$ cat src/rtl/bank_ap_pkg.sv
package bank_ap_pkg;

  typedef enum logic [1:0] {
    BK_IDLE   = 2'd0,
    BK_OPEN   = 2'd1,
    BK_APWAIT = 2'd2,
    BK_PRECH  = 2'd3
  } bank_st_e;

  // Edges from the read to the end of the burst prefetch window.
  function automatic int unsigned burst_point(int unsigned al, logic bl8);
    return al + (bl8 ? 32'd4 : 32'd2);
  endfunction

  // Edges from the read until read-to-precharge is met.
  function automatic int unsigned rtp_point(int unsigned al, logic bl8,
                                            int unsigned trtp);
    return burst_point(al, bl8) - 32'd2 + trtp;
  endfunction

  // Read-derived precharge delay (row-active limit handled separately).
  function automatic int unsigned read_to_pre(int unsigned al, logic bl8,
                                              int unsigned trtp);
    int unsigned b;
    int unsigned r;
    b = burst_point(al, bl8);
    r = rtp_point(al, bl8, trtp);
    return (r > b) ? r : b;
  endfunction

  // Precharge interval, never shorter than one cycle.
  function automatic int unsigned prech_len(int unsigned trp);
    return (trp == 32'd0) ? 32'd1 : trp;
  endfunction

endpackage

$ cat src/rtl/bank_ap_cfg.sv
module bank_ap_cfg #(
  parameter int TW = 6
) (
  input  logic          clk,
  input  logic          rst_n,
  input  logic          cfg_load,
  input  logic [TW-1:0] al_i,
  input  logic          bl8_i,
  input  logic [TW-1:0] tras_i,
  input  logic [TW-1:0] trtp_i,
  input  logic [TW-1:0] trp_i,
  output logic [TW-1:0] al_o,
  output logic          bl8_o,
  output logic [TW-1:0] tras_o,
  output logic [TW-1:0] trtp_o,
  output logic [TW-1:0] trp_o
);

  logic capture;
  assign capture = !rst_n || cfg_load;

  always_ff @(posedge clk) begin
    if (capture) begin
      al_o   <= al_i;
      bl8_o  <= bl8_i;
      tras_o <= tras_i;
      trtp_o <= trtp_i;
      trp_o  <= trp_i;
    end
  end

endmodule

$ cat src/rtl/bank_ras_timer.sv
module bank_ras_timer #(
  parameter int TW = 6
) (
  input  logic          clk,
  input  logic          rst_n,
  input  logic          act_go,
  input  logic [TW-1:0] tras,
  output logic          ras_ok
);

  localparam int RW = TW + 1;

  logic [RW-1:0] since_act_q;

  // Holds the number of edges since the activate, as seen before the next edge.
  always_ff @(posedge clk) begin
    if (!rst_n)
      since_act_q <= '0;
    else if (act_go)
      since_act_q <= RW'(1);
    else if (since_act_q != '1)
      since_act_q <= since_act_q + RW'(1);
  end

  assign ras_ok = since_act_q >= {1'b0, tras};

endmodule

$ cat src/rtl/bank_ap_fsm.sv
module bank_ap_fsm
  import bank_ap_pkg::*;
#(
  parameter int TW = 6
) (
  input  logic          clk,
  input  logic          rst_n,
  input  logic          act_go,
  input  logic          rd_go,
  input  logic          rd_ap,
  input  logic          ras_ok,
  input  logic [TW-1:0] al,
  input  logic          bl8,
  input  logic [TW-1:0] trtp,
  input  logic [TW-1:0] trp,
  output bank_st_e      state_o,
  output logic          ready_o,
  output logic          pre_start_o
);

  localparam int CW = TW + 3;

  bank_st_e      st_q, st_d;
  logic [CW-1:0] cnt_q, cnt_d;
  logic [CW-1:0] ap_len, rp_len;
  logic          cnt_zero;

  assign ap_len   = CW'(read_to_pre(32'(al), bl8, 32'(trtp)) - 32'd1);
  assign rp_len   = CW'(prech_len(32'(trp)) - 32'd1);
  assign cnt_zero = (cnt_q == '0);

  always_comb begin
    st_d        = st_q;
    cnt_d       = cnt_q;
    pre_start_o = 1'b0;
    case (st_q)
      BK_IDLE: begin
        if (act_go) st_d = BK_OPEN;
      end
      BK_OPEN: begin
        if (rd_go && rd_ap) begin
          st_d  = BK_APWAIT;
          cnt_d = ap_len;
        end
      end
      BK_APWAIT: begin
        if (!cnt_zero) begin
          cnt_d = cnt_q - CW'(1);
        end else if (ras_ok) begin
          pre_start_o = 1'b1;
          st_d        = BK_PRECH;
          cnt_d       = rp_len;
        end
      end
      BK_PRECH: begin
        if (!cnt_zero) cnt_d = cnt_q - CW'(1);
        else           st_d  = act_go ? BK_OPEN : BK_IDLE;
      end
      default: st_d = BK_IDLE;
    endcase
  end

  always_ff @(posedge clk) begin
    if (!rst_n) begin
      st_q  <= BK_IDLE;
      cnt_q <= '0;
    end else begin
      st_q  <= st_d;
      cnt_q <= cnt_d;
    end
  end

  assign state_o = st_q;
  assign ready_o = (st_q == BK_IDLE) || ((st_q == BK_PRECH) && cnt_zero);

endmodule

$ cat src/rtl/bank_ap_tracker.sv
module bank_ap_tracker
  import bank_ap_pkg::*;
#(
  parameter int TW = 6
) (
  input  logic          clk,
  input  logic          rst_n,
  input  logic          cfg_load,
  input  logic [TW-1:0] cfg_al,
  input  logic          cfg_bl8,
  input  logic [TW-1:0] cfg_tras,
  input  logic [TW-1:0] cfg_trtp,
  input  logic [TW-1:0] cfg_trp,
  input  logic          cmd_act,
  input  logic          cmd_rd,
  input  logic          rd_autopre,
  output logic [1:0]    bank_state,
  output logic          act_ready,
  output logic          pre_start,
  output logic          timing_err
);

  logic [TW-1:0] al_q, tras_q, trtp_q, trp_q;
  logic          bl8_q;
  logic          act_go;
  logic          ras_ok;
  bank_st_e      st;

  bank_ap_cfg #(.TW(TW)) u_cfg (
    .clk(clk), .rst_n(rst_n), .cfg_load(cfg_load),
    .al_i(cfg_al), .bl8_i(cfg_bl8), .tras_i(cfg_tras),
    .trtp_i(cfg_trtp), .trp_i(cfg_trp),
    .al_o(al_q), .bl8_o(bl8_q), .tras_o(tras_q),
    .trtp_o(trtp_q), .trp_o(trp_q)
  );

  bank_ras_timer #(.TW(TW)) u_ras (
    .clk(clk), .rst_n(rst_n), .act_go(act_go),
    .tras(tras_q), .ras_ok(ras_ok)
  );

  bank_ap_fsm #(.TW(TW)) u_fsm (
    .clk(clk), .rst_n(rst_n), .act_go(act_go),
    .rd_go(cmd_rd), .rd_ap(rd_autopre), .ras_ok(ras_ok),
    .al(al_q), .bl8(bl8_q), .trtp(trtp_q), .trp(trp_q),
    .state_o(st), .ready_o(act_ready), .pre_start_o(pre_start)
  );

  assign act_go     = cmd_act && act_ready;
  assign bank_state = st;

  always_ff @(posedge clk) begin
    if (!rst_n) timing_err <= 1'b0;
    else        timing_err <= cmd_act && !act_ready;
  end

endmodule

$ cat config.mk
export PLATFORM = sky130hd
export DESIGN_NAME = bank_ap_tracker
export DESIGN_NICKNAME = d
export VERILOG_FILES = /design/src/rtl/bank_ap_pkg.sv /design/src/rtl/bank_ap_cfg.sv /design/src/rtl/bank_ras_timer.sv /design/src/rtl/bank_ap_fsm.sv /design/src/rtl/bank_ap_tracker.sv
export SDC_FILE = /design/constraint.sdc
export NUM_CORES = 1
export LEC_CHECK = 0
export CAP_MARGIN = 0
export CORE_AREA = 3 3 84 86
export CTS_CLUSTER_DIAMETER = 200
export DETAILED_ROUTE_END_ITERATION = 6
export DIE_AREA = 0 0 87 89
export GPL_TIMING_DRIVEN = 0
export PLACE_DENSITY = 0.82
export SYNTH_ARGS = -nofsm -noshare
export SYNTH_HDL_FRONTEND = slang
export SYNTH_SLANG_ARGS = --single-unit
$ cat constraint.sdc
create_clock -name clk -period 14.85 [get_ports clk]
set_clock_uncertainty 0.15 [all_clocks]
set_input_delay 3.7125 -clock clk [delete_from_list [all_inputs] [get_ports clk]]
set_output_delay 3.7125 -clock clk [all_outputs]
set_load 0.005 [all_outputs]
==> results.md <==
- Final Cycle Share: 45.8%
- Bufs on Longest Clock Path: 2
- EDFF count, synth: 25
- Pin count of the biggest net entering global routing: 26
- Syn Std Cell Area: 0.00317 mm2
- Worst hold slack: 0.375 ns
- # fillers: 532
- Wirelength per Cell: 15.0 um
- Slew Limit Fails: 0
- Global-route wire length before repair: 11.6 mm
- Post-synth ARST share: 0%
- Slew HR: 16.7%
- Critical path arrival: 2.94 ns
- Number of hold buffers added after cts: 0
- Synth Area in Adders: 15.0%
- Worst setup path start: u_fsm.cnt_q[2]
- Worst VDD drop: 0.0000721 V
- Number of global-route vias before repair: 2485
- Fmax: 0.147 GHz
- CP endpoint kind: primary output
- Final core occ: 58.3%
- Core Box Area: 0.00635 mm2
- Synth Instances: 333
- Initial antenna violation count: 0
- Initial core utilization: 50.0%
- CTS tree: built
- Synth Area in Simple Gates: 15.8%
- Clk_lat worst skew: 0.31 ns
- Routed wire length: 6.81 mm
- Die width: 87 um
- PortBufs: 35
- Clock sink count: 44
- Critical R2R Launch: u_cfg.bl8_o
- Count of different cell masters after synthesis: 66
- Required @ worst endpoint: 10.99 ns
- Synth Area in Compound Gates: 19.8%
- Final ANT Viol Nets: 0
- CP startpoint kind: flip-flop
- Die Span Y: 89 um
- GPL Wtd Cong: 0.818
- Vias per cell: 5.86
- Final count of hold timing violations: 0
- Mux share of post-synthesis cell area: 1.89%
- Synthesized Nets: 400
- Category of the most critical setup path: reg -> out
- Warnings, synthesis: 0
- Drc violations: 0
- Outcome: complete, no violations
- Seq/Total Area, Yosys: 35.7%
- Initial DRC count: 181
- TNS Setup: 0 ns
- Grt ovf: 0
- Tot GR Track Use: 18.7%
- Placed Cells: 445
- Clock transition at path regs: 0.09 ns
- Clock root buffer: clkbuf_8
- PD cells: 172 mW/mm2
- Area grow syn2layout: 16.7%
- Min-delay src: u_ras.since_act_q[5]
- Top FF cell, synth: edfxtp_1
- Largest family of logic cells by synthesized area: compound AO/OA/AOI/OAI gates
- Setup bufs post-CTS: 0
- Nets: 442
- Finished Layout Cells: 453
- Pre-antenna DRT Iters: 5
- Pleak: 1.56 nW
- XOR/XNOR Fraction of Synth Area: 7.57%
- Minimum clock period: 6.80 ns
- Clock buffer count from CTS: 5
- Worst R2R Setup Slack: 8.50 ns
- Routed via count: 2654
- Cell row count: 29
- RSZ-0062 raised after global routing: false
- Worst slew pin tran: 1.25 ns
- Post-cts gate resize count: 0
- Final setup fails: 0
- Worst-path fanout max: 7
- Number of synthesized register bits: 44
- Mean Syn Cell Area: 9.52 um2
- DP HPWL: 5.17 mm
- Die area: 0.00774 mm2
- # IOs: 36
- Hold Path Class: reg -> reg
- N_diodes: 0
- Max Cap Violations: 0
- Htree depth: 2
- Pre-CTS WS: 8.41 ns
- Final setup margin: 8.05 ns
- Layout cells sized above 1: 4.79%
[flip-flops by register name, summed over array words and instances (netlist names), 2 cells and up]
name / flops
u_cfg.tras_o: 6
u_fsm.state_o: 2
u_cfg.al_o: 6
u_fsm.cnt_q: 9
u_ras.since_act_q: 7
u_cfg.trtp_o: 6
u_cfg.trp_o: 6
[placed cells by master (no fill, tap or decap), drive strengths merged, types with 5 or more instances in the layout]
| master | count |
|---|---|
| clkdlybuf4s50 | 35 |
| edfxtp | 25 |
| o21ai | 16 |
| nor2 | 24 |
| ha | 34 |
| xnor2 | 10 |
| clkbuf | 10 |
| mux2i | 6 |
| a21oi | 20 |
| xor2 | 14 |
| nand2 | 24 |
| inv | 32 |
| nor3 | 10 |
| dfxtp | 19 |
| nand2b | 5 |
| or3 | 5 |
| a21o | 10 |
[stage by stage]
step | cell area [um2] | total power, mW
after detailed placement | 3620 | 0.551
after global routing | 3700 | 0.689
after global placement | 3620 | 0.532
after CTS | 3700 | 0.632
final | 3700 | 0.638
after floorplan | 3170 | 0.459
[Yosys cell counts (2+ instances only)]
| library cell | count | area [um2] |
|---|---|---|
| nand2b_1 | 5 | 31.3 |
| fa_1 | 2 | 40.0 |
| inv_1 | 31 | 116 |
| nand4_1 | 4 | 25.0 |
| a41oi_1 | 2 | 17.5 |
| o31a_1 | 2 | 17.5 |
| xor2_1 | 13 | 114 |
| nor3_1 | 10 | 50.1 |
| a21boi_0 | 3 | 22.5 |
| o22ai_1 | 2 | 12.5 |
| clkbuf_1 | 4 | 15.0 |
| nand2_1 | 24 | 90.1 |
| o21ai_0 | 16 | 80.1 |
| and3_1 | 2 | 12.5 |
| mux2i_1 | 6 | 60.1 |
| nor2_1 | 24 | 90.1 |
| o2111ai_1 | 2 | 17.5 |
| o31ai_1 | 2 | 15.0 |
| o21bai_1 | 2 | 15.0 |
| edfxtp_1 | 25 | 751 |
| nor4_1 | 2 | 12.5 |
| ha_1 | 34 | 425 |
| or3_1 | 5 | 31.3 |
| or2_2 | 2 | 12.5 |
| a21oi_1 | 20 | 100 |
| and2_1 | 2 | 12.5 |
| a21o_1 | 10 | 75.1 |
| a32oi_1 | 2 | 17.5 |
| o221ai_1 | 2 | 17.5 |
| o22a_1 | 2 | 17.5 |
| a211oi_1 | 3 | 22.5 |
| nand3_1 | 4 | 20.0 |
| nor2b_1 | 3 | 18.8 |
| dfxtp_1 | 19 | 380 |
| xnor2_1 | 10 | 87.6 |
| a31oi_1 | 2 | 12.5 |
[critical path, cell delays in order (launching register included)]
cell and delay (ns):
dfxtp_1 0.37, nor4_1 0.45, nand2_1 0.21, nor4_2 0.56
nand2_1 0.35, nor2b_1 0.18, clkdlybuf4s50_1 0.51
[power by group]
part	switching [mW]	total [mW]	internal, mW
Sequential	0.0221	0.172	0.150
Clock	0.0422	0.0753	0.0331
Combinational	0.221	0.391	0.170
[routing by layer]
metal / GRT usage (%) / share of wire [%] / vias to the layer above
met5: 0 / 0 / -
met4: 5.38 / 1.7 / 0
met3: 3.32 / 5.0 / 12
met2: 32.0 / 49 / 89
met1: 24.2 / 44 / 1248
li1: - / - / 1305
[path summary, 6_finish.rpt]
path                                to  cells after the start
setup reg to reg        u_fsm.cnt_q[6]                     25
setup / recovery             pre_start                      6
hold / removal    u_ras.since_act_q[5]                      2
hold reg to reg   u_ras.since_act_q[5]                      2
[cells by family after synthesis]
group                      Yosys count
DFF                                 44
adders and majority gates           37
muxes                                6
and+or+nand+nor                     96
xor gates and xnor gates            25
AOI/OAI and AO/OA                   89
buffers and inverters               36
[area by class of cell]
type | count | area, um2 | area share, %
Multi-Input combinational cell | 253 | 1910 | 51.5
Sequential cell | 44 | 1130 | 30.6
Timing Repair Buffer | 35 | 350 | 9.46
Inverter | 31 | 116 | 3.14
Tap cell | 77 | 96.3 | 2.60
Clock buffer | 6 | 72.6 | 1.96
Buffer | 5 | 18.8 | 0.507
Clock inverter | 2 | 11.3 | 0.304
(Power assumes the default switching activity.)
